<file path="src/rtl/bulk_prefetch_engine.sv">
module bulk_prefetch_engine #(
  parameter int STREAMS    = 4,
  parameter int ADDR_W     = 32,
  parameter int LEN_W      = 12,
  parameter int WAKE_W     = 16,
  parameter int LINE_BYTES = 16
) (
  input  logic                       clk,
  input  logic                       rst_n,
  input  logic                       cfg_wr,
  input  logic [$clog2(STREAMS)-1:0] cfg_idx,
  input  logic [ADDR_W-1:0]          cfg_base,
  input  logic [LEN_W-1:0]           cfg_lines,
  input  logic                       wake_wr,
  input  logic [WAKE_W-1:0]          wake_lines,
  input  logic                       start,
  input  logic                       irq_clr,
  input  logic                       buf_full,
  output logic                       req_valid,
  output logic [ADDR_W-1:0]          req_addr,
  output logic [$clog2(STREAMS)-1:0] req_stream,
  output logic                       busy,
  output logic                       wake_irq
);
  localparam int SEL_W = $clog2(STREAMS);
  localparam int OFS_W = $clog2(LINE_BYTES);
  localparam int TOT_W = LEN_W + SEL_W;

  logic [ADDR_W-1:0] base_q [STREAMS];
  logic [LEN_W-1:0]  left_q [STREAMS];
  logic [LEN_W-1:0]  idx_q  [STREAMS];
  logic [SEL_W-1:0]  rr_q, sel, sel_nxt;
  logic [TOT_W-1:0]  todo_q, total;
  logic              run_q, found, issue;
  logic [WAKE_W-1:0] wcnt_q, wtgt_q;
  logic              armed_q, irq_q;

  always_comb begin
    int c;
    found = 1'b0;
    sel   = '0;
    for (int k = 0; k < STREAMS; k++) begin
      c = (int'(rr_q) + k) % STREAMS;
      if (!found && left_q[c] != '0) begin
        found = 1'b1;
        sel   = SEL_W'(c);
      end
    end
    sel_nxt = SEL_W'((int'(sel) + 1) % STREAMS);
  end

  always_comb begin
    total = '0;
    for (int i = 0; i < STREAMS; i++) total = total + TOT_W'(left_q[i]);
  end

  assign issue      = run_q && found && !buf_full;
  assign req_valid  = issue;
  assign req_stream = sel;
  assign req_addr   = base_q[sel] + (ADDR_W'(idx_q[sel]) << OFS_W);
  assign busy       = run_q;
  assign wake_irq   = irq_q;

  always_ff @(posedge clk) begin
    if (!rst_n) begin
      for (int i = 0; i < STREAMS; i++) begin
        base_q[i] <= '0;
        left_q[i] <= '0;
        idx_q[i]  <= '0;
      end
      rr_q   <= '0;
      run_q  <= 1'b0;
      todo_q <= '0;
    end else begin
      if (cfg_wr && !run_q) begin
        base_q[cfg_idx] <= cfg_base;
        left_q[cfg_idx] <= cfg_lines;
        idx_q[cfg_idx]  <= '0;
      end
      if (start && !run_q) begin
        run_q  <= total != '0;
        todo_q <= total;
        rr_q   <= '0;
      end else if (issue) begin
        left_q[sel] <= left_q[sel] - LEN_W'(1);
        idx_q[sel]  <= idx_q[sel] + LEN_W'(1);
        rr_q        <= sel_nxt;
        todo_q      <= todo_q - TOT_W'(1);
        run_q       <= todo_q != TOT_W'(1);
      end
    end
  end

  always_ff @(posedge clk) begin
    if (!rst_n) begin
      wcnt_q  <= '0;
      wtgt_q  <= '0;
      armed_q <= 1'b0;
      irq_q   <= 1'b0;
    end else begin
      if (irq_clr) irq_q <= 1'b0;
      if (wake_wr) begin
        wcnt_q  <= '0;
        wtgt_q  <= wake_lines;
        armed_q <= wake_lines != '0;
      end else if (issue && armed_q) begin
        wcnt_q <= wcnt_q + WAKE_W'(1);
        if (wcnt_q + WAKE_W'(1) == wtgt_q) begin
          irq_q   <= 1'b1;
          armed_q <= 1'b0;
        end
      end
    end
  end

  p_busy_has_work_r6: assert property (@(posedge clk) disable iff (!rst_n)
    run_q |-> found);
  p_quiet_when_idle_r6: assert property (@(posedge clk) disable iff (!rst_n)
    (!run_q && !start) |=> !req_valid);
  p_stall_keeps_turn_r5: assert property (@(posedge clk) disable iff (!rst_n)
    (run_q && buf_full && !start) |=> $stable(rr_q));
  p_irq_needs_issue_r7: assert property (@(posedge clk) disable iff (!rst_n)
    $rose(irq_q) |-> $past(issue));
  p_irq_held_r8: assert property (@(posedge clk) disable iff (!rst_n)
    (irq_q && !irq_clr) |=> irq_q);
  p_cfg_locked_r9: assert property (@(posedge clk) disable iff (!rst_n)
    (run_q && !issue) |=> $stable(total));
endmodule

</file>
<file path="config.mk">
export PLATFORM = sky130hd
export DESIGN_NAME = bulk_prefetch_engine
export DESIGN_NICKNAME = d
export VERILOG_FILES = /design/src/rtl/bulk_prefetch_engine.sv
export SDC_FILE = /design/constraint.sdc
export NUM_CORES = 1
export LEC_CHECK = 0
export BUFFER_PORTS_ARGS = -buffer_cell sky130_fd_sc_hd__buf_2
export CORE_MARGIN = 8
export CORE_UTILIZATION = 26
export CTS_BUF_LIST = sky130_fd_sc_hd__clkbuf_16
export DETAILED_ROUTE_END_ITERATION = 6
export PLACE_DENSITY = 0.49
export SLEW_MARGIN = 20
export SYNTH_ARGS = -nofsm -noshare
export SYNTH_HDL_FRONTEND = slang
export SYNTH_SLANG_ARGS = --single-unit
</file>
<file path="constraint.sdc">
create_clock -name clk -period 7.7 [get_ports clk]
set_clock_uncertainty 0.05 [all_clocks]
set_input_delay 0.77 -clock clk [delete_from_list [all_inputs] [get_ports clk]]
set_output_delay 0.77 -clock clk [all_outputs]
set_load 0.01 [all_outputs]
</file>
==> results of run 1 <==
layout by cell type (no fill, tap or decap), drive strengths merged, types with 11 or more instances in the layout:
cell and instances:
xnor2 57, mux2 12, a21boi 14, dfxtp 53, ha 30, clkbuf 38, a22oi 15, buf 165
mux2i 45, and2 74, o21ai 68, o21a 14, nor2 130, nor4 28, a31oi 29, a22o 11
nand4 33, nor2b 26, fa 25, clkinv 12, nor3 33, o211ai 16, a21oi 75, and3 101
nand3 69, xor2 33, edfxtp 224, a211oi 11, o211a 13, a311oi 18, nand2 199, inv 65
routing by layer:
layer / GRT usage (%) / vias up / share of wire, %
met5: 0 / - / 0.044
met4: 3.91 / 4 / 2.1
met3: 2.29 / 88 / 5.3
met2: 26.0 / 461 / 48
met1: 20.2 / 7267 / 45
li1: - / 6751 / -
per-stage QoR:
stage          instances  util, %  setup WS, ps  hold slack, ps  instance area (um2)
5_1_grt             2759     30.2          25.8             461                20200
6_report            2759     30.2           409             437                20200
3_3_place_gp        2691     28.4           817             423                19100
4_1_cts             2753     30.0          37.1             440                20100
3_5_place_dp        2691     28.4           647             434                19100
2_1_floorplan       1784        -           711             408                17600
sequential cells by signal, indices dropped and copies added (netlist names), named ones only:
register and cells:
base_q 128, todo_q 14, left_q 48, wtgt_q 16, rr_q 2, wcnt_q 16
idx_q 48, wake_irq 1, busy 1, armed_q 1
area by class of cell:
type | instances | area, um2 | area share, %
clock buffers | 38 | 951 | 4.70
clock inverters | 24 | 91.3 | 0.452
inverters | 53 | 200 | 0.990
multi-input cells | 1329 | 9120 | 45.1
flip-flops and latches | 277 | 7790 | 38.5
well taps | 873 | 1090 | 5.40
repair buffers | 165 | 976 | 4.83
cell families (layout without fill, tap and decap cells):
logic type | Yosys count | count (layout) | synth area share (%)
buffers and inverters | 178 | 280 | 4.46
and+or+nand+nor | 734 | 734 | 21.7
muxes | 59 | 59 | 3.61
DFF | 277 | 277 | 44.3
AOI/OAI and AO/OA | 391 | 391 | 16.4
xor gates and xnor gates | 90 | 90 | 4.57
adders and majority gates | 55 | 55 | 4.99
worst max-delay path by stage:
stage / end / depth (start not counted) / slack [ps] / startpoint
5_1_grt: req_addr[22] / 25 / 30 / left_q[2][0]
3_3_place_gp: req_addr[18] / 24 / 820 / left_q[3][3]
4_1_cts: req_addr[27] / 20 / 40 / left_q[1][0]
3_5_place_dp: req_addr[18] / 24 / 650 / left_q[1][0]
2_1_floorplan: req_addr[22] / 25 / 710 / left_q[3][5]
6_report: req_addr[22] / 25 / 410 / left_q[0][2]
worst min-delay path, delay by kind of cell, from the launching register on:
family / cells / cell delay, ps
AOI/OAI and AO/OA: 1 / 50
and+or+nand+nor: 1 / 60
DFF: 1 / 330
repair_timing:
action,CTS,global route
endpoints found under the setup margin,0,15
buffers inserted,0,6
hold endpoints to repair,0,0
gates resized for setup,0,12
power groups by stage:
stage          Clock (mW)  Combinational [mW]  Sequential [mW]
6_report             1.52               0.902             1.78
5_1_grt              1.62               0.993             1.80
4_1_cts              1.56               0.908             1.78
3_5_place_dp            0               0.902             1.81
3_3_place_gp            0               0.895             1.81
2_1_floorplan           0               0.600             1.79
==> flow_metrics.tcl, run 1 <==
set metrics [dict create \
    syn_area_um2 17600 \
    timing.rr.end "left_q[1][10]" \
    die-width_um 276 \
    critPathRequiredTime_ps 6880 \
    slowest_delay_ps 470 \
    num-nets-final 1984 \
    r2r-start "left_q[3][0]" \
    areaGrowthSynthToFinish_pct 15.1 \
    arrival_ps 6470 \
    cp_slowest_cell "nor4_4" \
    cts_sinks 277 \
    combPwrFrac_pct 21.4 \
    rsz0062_at_grt "false" \
    ys_seq_elements 277 \
    fill_cells 7057 \
    path_delay_family "compound AO/OA/AOI/OAI gates" \
    clock_latency_ps 540 \
    power.switching_mw 1.28 \
    antenna_found_initial 2 \
    drt_iter0_drc 1265 \
    hp-class "reg -> reg" \
    cp-end-kind "output pin" \
    synth_warnings 0 \
    post_drt_wl_per_cell_um 21.6 \
    track_usage_pct 15.3 \
    cts_buffers 34 \
    cpMostUsedCell "a21oi_1" \
    synth_top_area_share_pct 38.3 \
    power.density_nw_per_um2 208 \
    portBuffers 105 \
    critPathMaxFanout 12 \
    grt_pass1_vias 14600 \
    drt.antenna.violating_nets 0 \
    root_buffer "clkbuf_16" \
    cts_tree "yes" \
    avgSynthCellArea_um2 9.85 \
    synth_commonest_cells "224 x edfxtp_1, 199 x nand2_1, 127 x nor2_1" \
    cts.clk_slew.worst_paths_ps 60 \
    yosysMostFrequentCell "edfxtp_1" \
    placeableCoreArea_um2 67000 \
    status "finished, final reports clean" \
    via_per_inst 5.28 \
    io_pins 106 \
    yosys_most_used_dff "edfxtp_1" \
    regToRegSetupSlack_ps 2140 \
    drv_cap 0 \
    worst_pin_slew_ps 1090 \
    synth.yosys.seq_area_share_pct 44.3 \
    ys_async_sr_fraction_pct 0 \
    vdd_drop_max_v 0.000160 \
    antenna_cells 0 \
    rr_worst_depth 16 \
    hold_viol 0 \
    grt_max_degree 56 \
    critPathLaunchType "flip-flop" \
    die_h_um 276 \
    syn_nets 1908 \
    switching_share_pct 30.4 \
    min_to "wcnt_q[1]" \
    syn_inst 1784 \
    vias 14600 \
    hpwlAfterDp_um 40800 \
    static-leakage-power_nw 7.75 \
    die_area_um2 76100 \
    initial_utilization_pct 26.2 \
    synth.area.top_cells "edfxtp_1 38%, dfxtp_1 6.0%, nand2_1 4.3%, and3_1 3.6%, fa_1 2.8%" \
    max_freq_mhz 137 \
    std_cell_rows 95 \
    p_int_mw 2.93 \
    htreeDepth 2 \
    synth_edf_count 224 \
    finalSetupViolCount 0 \
    min_period_over_period_pct 94.7 \
    hp-start "wcnt_q[1]" \
    slew_violations 0 \
    totalWireLength_um 59500 \
    setup_tns_ps 0 \
    hold_path_depth 2 \
    drt_drc_violations_left 0 \
    clockBufferDepth 3 \
    holdBufCountCts 0 \
    synthDistinctLibCells 100 \
    place_congestion 0.861 \
    slew_headroom_pct 27.4 \
    first_pass_iters 5 \
    crit_type "reg -> out" \
    power_mw 4.21 \
    pwr-share-clk_pct 36.2 \
    drive_gt1_share_pct 15.2 \
    synth_top_cell_by_area "edfxtp_1" \
    period_minus_slack_ps 7290 \
    pwr-share-seq_pct 42.4 \
    cp_num_buf_inv 4 \
    grt_first_pass_wirelength_um 90600 \
    grt-ovfl-total 0 \
]
No activity file was read; power rests on OpenSTA's default activity.
==> run 2, diff against run 1 <==
- ABC_AREA: unset -> 1
- MAX_ROUTING_LAYER: unset -> met4
==> flow_metrics.tcl, run 2 <==
set metrics [dict create \
    critPathRequiredTime_ps 6880 \
    avgSynthCellArea_um2 8.49 \
    die-width_um 263 \
    top_layer "met4" \
    final_core_util_pct 30.1 \
    totalWireLength_um 47300 \
    met2_length_um 23000 \
    synthAdderAreaFrac_pct 5.52 \
    syn_nets 1991 \
    grt-ovfl-total 0 \
    first_pass_iters 5 \
    clockBufferDepth 3 \
    yosys.area_share.simple_pct 25.4 \
    grt_max_degree 116 \
    syn_area_um2 15900 \
    post_drt_wl_per_cell_um 17.1 \
    period_minus_slack_ps 7120 \
    hpwlAfterDp_um 32300 \
    hp-class "in -> reg" \
    drive_gt1_share_pct 12.7 \
    synth_warnings 0 \
    cts_tree "yes" \
    place_congestion 0.898 \
    synth-compound-area-share_pct 8.70 \
    root_buffer "clkbuf_16" \
    vias 12900 \
    portBuffers 105 \
    arrival_ps 6300 \
    clock_latency_ps 550 \
    antenna_found_initial 2 \
    synth_top_family_by_area "simple AND/OR/NAND/NOR gates" \
    max_freq_mhz 141 \
    synthDistinctLibCells 53 \
    std_cell_rows 90 \
    synth_top_cell_by_area "edfxtp_1" \
    die_area_um2 69200 \
    status "finished, final reports clean" \
    reg.largest.list "base_q x128, idx_q x48, left_q x48" \
    initial_utilization_pct 26.3 \
    yosys_most_used_dff "edfxtp_1" \
    crit_type "reg -> out" \
    track_usage_pct 13.6 \
    synth-xor-area-share_pct 3.31 \
    ys_seq_elements 277 \
    largest_register "base_q" \
    setup_tns_ps 0 \
    m1WireLength_um 21500 \
    num-nets-final 2080 \
    slowest_delay_ps 520 \
    cts.clk_slew.worst_paths_ps 50 \
    cp-end-kind "output pin" \
    ys_async_sr_fraction_pct 0 \
    placeableCoreArea_um2 60400 \
    layout_commonest_cell "nand2_1" \
    grt_pass1_vias 13000 \
    die_h_um 263 \
    areaGrowthSynthToFinish_pct 14.7 \
    grt_first_pass_wirelength_um 73700 \
    htreeDepth 2 \
    muxShareOfSynthArea_pct 0 \
    rsz0062_at_grt "false" \
    cts_sinks 277 \
    met3WireLength_um 1770 \
    critPathMaxFanout 34 \
    io_pins 106 \
    slew_violations 0 \
    syn_inst 1867 \
    synth.yosys.seq_area_share_pct 49.1 \
    synth_edf_count 224 \
    drv_cap 0 \
    synth_commonest_cells "409 x nand2_1, 311 x nor2_1, 224 x edfxtp_1" \
    critPathLaunchType "flip-flop" \
    slew_headroom_pct 27.8 \
    vdd_drop_max_v 0.000144 \
    cp_slowest_cell "dfxtp_2" \
    hold_viol 0 \
    synth.area.top_cells "edfxtp_1 42%, nand2_1 9.7%, nor2_1 7.4%, dfxtp_1 6.7%, inv_1 4.6%" \
    cts_buffers 35 \
    min_period_over_period_pct 92.4 \
    cpMostUsedCell "nand2_1" \
    synth_top_area_share_pct 42.4 \
    final_cell_mix "409 x nand2_1, 309 x nor2_1, 224 x edfxtp_1" \
    drt_iter0_drc 826 \
    drt_drc_violations_left 0 \
    yosysMostFrequentCell "nand2_1" \
    via_per_inst 4.68 \
    worst_pin_slew_ps 1080 \
    finalSetupViolCount 0 \
    largest_reg_flops 128 \
    drt.antenna.violating_nets 0 \
    static-leakage-power_nw 7.71 \
    power.density_nw_per_um2 244 \
]
run 2: worst max-delay path: cells and delay by family, from the launching register on:
kind	cells	cell delay, ps
flip-flops	1	520
AO/OA/AOI/OAI	6	950
AND/OR/NAND/NOR	18	2580
adder cells (fa/ha/maj)	1	330
buffers and inverters	6	1200
XOR/XNOR	1	120
run 2: cells by family (layout without fill, tap and decap cells):
family,Yosys count,count (layout)
flops,277,277
compound gates,243,243
buf+inv,291,406
simple gates,941,941
other cells,0,2
xor+xnor,60,60
fa+ha+maj,55,55
run 2: per-layer routing:
layer	vias up	global-route usage, %
met5	-	-
met4	0	3.74
met3	65	2.02
met2	276	23.1
met1	6252	16.8
li1	6347	-
run 2: where the power goes:
group	internal, mW	leakage, nW	switching [mW]
clock	0.898	0.569	0.657
sequential	1.74	2.76	0.0691
combinational	0.363	4.38	0.713
run 2: path summary, 6_finish.rpt:
path | from | endpoint | slack (ps) | cells after the start
worst max register to register | rr_q[0] | left_q[1][3] | 2740 | 18
worst min register to register | wcnt_q[7] | wcnt_q[7] | 430 | 2
worst min-delay path | irq_clr | wake_irq | 380 | 2
worst max-delay path | rr_q[0] | req_addr[28] | 580 | 32
run 2: cell type report:
type | count | area [um2]
timing repair buffer | 128 | 711
clock inverter | 28 | 206
inverter | 215 | 808
tap | 782 | 978
clock buffer | 35 | 876
multi-input combinational | 1299 | 6820
antenna | 2 | 5.00
sequential | 277 | 7790
fill | 6452 | 42200
run 2: repair_timing:
action                                  CTS  global route
buffers inserted                          0             0
hold buffers                              0             0
hold endpoints to repair                  0             0
endpoints found under the setup margin    0             4
gates resized for setup                   0             2
run 2: through the flow:
stage                     instances  power [mW]  worst slack, ps  instance area, um2  hold WS [ps]
final                          2766        4.44              585               18200           377
after global routing           2766        4.69             21.0               18200           357
after CTS                      2764        4.51              395               18200           344
after detailed placement       2701        2.93             1000               17100           425
after global placement         2701        2.92             1150               17100           415
after floorplan                1867        2.56             2440               15900           390
==> run 3, diff against run 2 <==
- BUFFER_PORTS_ARGS: -buffer_cell sky130_fd_sc_hd__buf_2 -> -buffer_cell sky130_fd_sc_hd__buf_4
==> flow_metrics.tcl, run 3 (synthesis gave the netlist of run 2 again) <==
set metrics [dict create \
    met2_length_um 22600 \
    grt-ovfl-total 0 \
    arrival_ps 6280 \
    p_int_mw 3.11 \
    largest_register "base_q" \
    post-cts-setup-buffers 0 \
    reg.largest.list "base_q x128, idx_q x48, left_q x48" \
    cp_slowest_cell "dfxtp_1" \
    hold_viol 0 \
    clockBufferDepth 3 \
    cts_tree "yes" \
    die_area_um2 69200 \
    r2r-start "rr_q[0]" \
    combPwrFrac_pct 24.2 \
    post_drt_wl_per_cell_um 17.0 \
    hpwlAfterDp_um 32400 \
    critPathMaxFanout 52 \
    vias 13000 \
    drt_iter0_drc 895 \
    grt_first_pass_wirelength_um 73500 \
    timing.rr.end "left_q[0][6]" \
    slew_violations 0 \
    drv_cap 0 \
    die-width_um 263 \
    power.density_nw_per_um2 247 \
    detailedPlace.worstSlack_ps 1310 \
    holdBufCountCts 0 \
    cp-end-kind "output pin" \
    critPathLaunchType "flip-flop" \
    critPathRequiredTime_ps 6880 \
    drive_gt1_share_pct 13.3 \
    place_inst 2705 \
    min_period_over_period_pct 92.1 \
    areaGrowthSynthToFinish_pct 17.1 \
    slowest_delay_ps 640 \
    antenna_found_initial 0 \
    largest_reg_flops 128 \
    clock_latency_ps 570 \
    setup_tns_ps 0 \
    fill_cells 6447 \
    cts_buffers 35 \
    slew_headroom_pct 32.2 \
    final_cell_mix "409 x nand2_1, 309 x nor2_1, 224 x edfxtp_1" \
    regToRegSetupSlack_ps 2930 \
    io_pins 106 \
    instances_no_fill 2769 \
    first_pass_iters 5 \
    hold_path_depth 2 \
    std_cell_rows 90 \
    die_h_um 263 \
    layout_commonest_cell "nand2_1" \
    power_mw 4.59 \
    hp-start "irq_clr" \
    post_cts_resized 0 \
    design_area_um2 18600 \
    drt.antenna.violating_nets 0 \
    setup_ws_ps 605 \
    rr_worst_depth 21 \
    cts.clk_slew.worst_paths_ps 60 \
    worst_pin_slew_ps 1010 \
    root_buffer "clkbuf_16" \
    period_minus_slack_ps 7100 \
    met3WireLength_um 2430 \
    min_to "wake_irq" \
    hp-class "in -> reg" \
    num-nets-final 2084 \
    vdd_drop_max_v 0.000179 \
    pwr-share-seq_pct 39.5 \
    post_dp_cell_area_um2 17400 \
    grt_max_degree 64 \
    placeableCoreArea_um2 60400 \
    static-leakage-power_nw 7.82 \
    power.switching_mw 1.48 \
    drt_drc_violations_left 0 \
    track_usage_pct 13.6 \
    initial_utilization_pct 26.3 \
    cts_sinks 277 \
    htreeDepth 2 \
    rsz0062_at_grt "false" \
    portBuffers 105 \
    cpMostUsedCell "nand2_1" \
    max_freq_mhz 141 \
    grt_pass1_vias 13000 \
    finalSetupViolCount 0 \
    status "finished, final reports clean" \
    antenna_cells 0 \
    via_per_inst 4.69 \
    totalWireLength_um 47200 \
    top_layer "met4" \
    pwr-share-clk_pct 36.3 \
    m1WireLength_um 21100 \
    switching_share_pct 32.3 \
    crit_type "reg -> out" \
    place_congestion 0.852 \
]
==> run 3: cell count changes in the layout (fill, tap and decap cells not counted), sizes merged, moves of 2 or more <==
cell	delta
diode	-2
buf	+4
inv	-4
clkinvlp	+4
==> run 3: critical path, delay by kind of cell, from the launching register on <==
kind / cells / cell delay (ps)
and+or+nand+nor: 17 / 2600
DFF: 1 / 640
buffers and inverters: 4 / 880
AOI/OAI and AO/OA: 6 / 1040
adders and majority gates: 1 / 380
xor gates and xnor gates: 1 / 120
==> run 3: per-stage QoR <==
stage                     hold slack, ps  util, %
after global routing                 338     30.8
after detailed placement             422     28.8
after CTS                            333     30.8
after global placement               418     28.8
after floorplan                      390        -
final                                364     30.8
==> run 3: how the worst max path moves through the flow <==
stage,from,end,slack (ps),cells after the start
5_1_grt,rr_q[0],req_addr[28],80,31
2_1_floorplan,left_q[2][6],req_addr[28],2440,34
6_report,rr_q[0],req_addr[28],600,29
3_3_place_gp,rr_q[0],req_addr[28],1400,31
4_1_cts,rr_q[0],req_addr[28],680,29
3_5_place_dp,rr_q[0],req_addr[28],1310,29
==> run 3: power groups by stage <==
stage / registers (mW) / logic [mW] / clock network (mW)
final: 1.81 / 1.11 / 1.67
after global routing: 1.82 / 1.24 / 1.77
after CTS: 1.81 / 1.13 / 1.71
after detailed placement: 1.84 / 1.12 / 0
after global placement: 1.84 / 1.12 / 0
after floorplan: 1.82 / 0.739 / 0
==> run 3: final cells by class <==
type                            count  area (um2)  area share [%]
Sequential cell                   277        7790            41.9
Clock inverter                     28         278            1.50
Multi-Input combinational cell   1299        6820            36.7
Timing Repair Buffer              132         991            5.34
Inverter                          215         807            4.35
Clock buffer                       36         901            4.85
Tap cell                          782         978            5.27
==> run 3: metal layers <==
layer  vias to the layer above  GRT usage, %
met3                        70          2.55
met5                         -             -
li1                       6341             -
met2                       333          22.9
met1                      6238          16.8
met4                         0          3.59
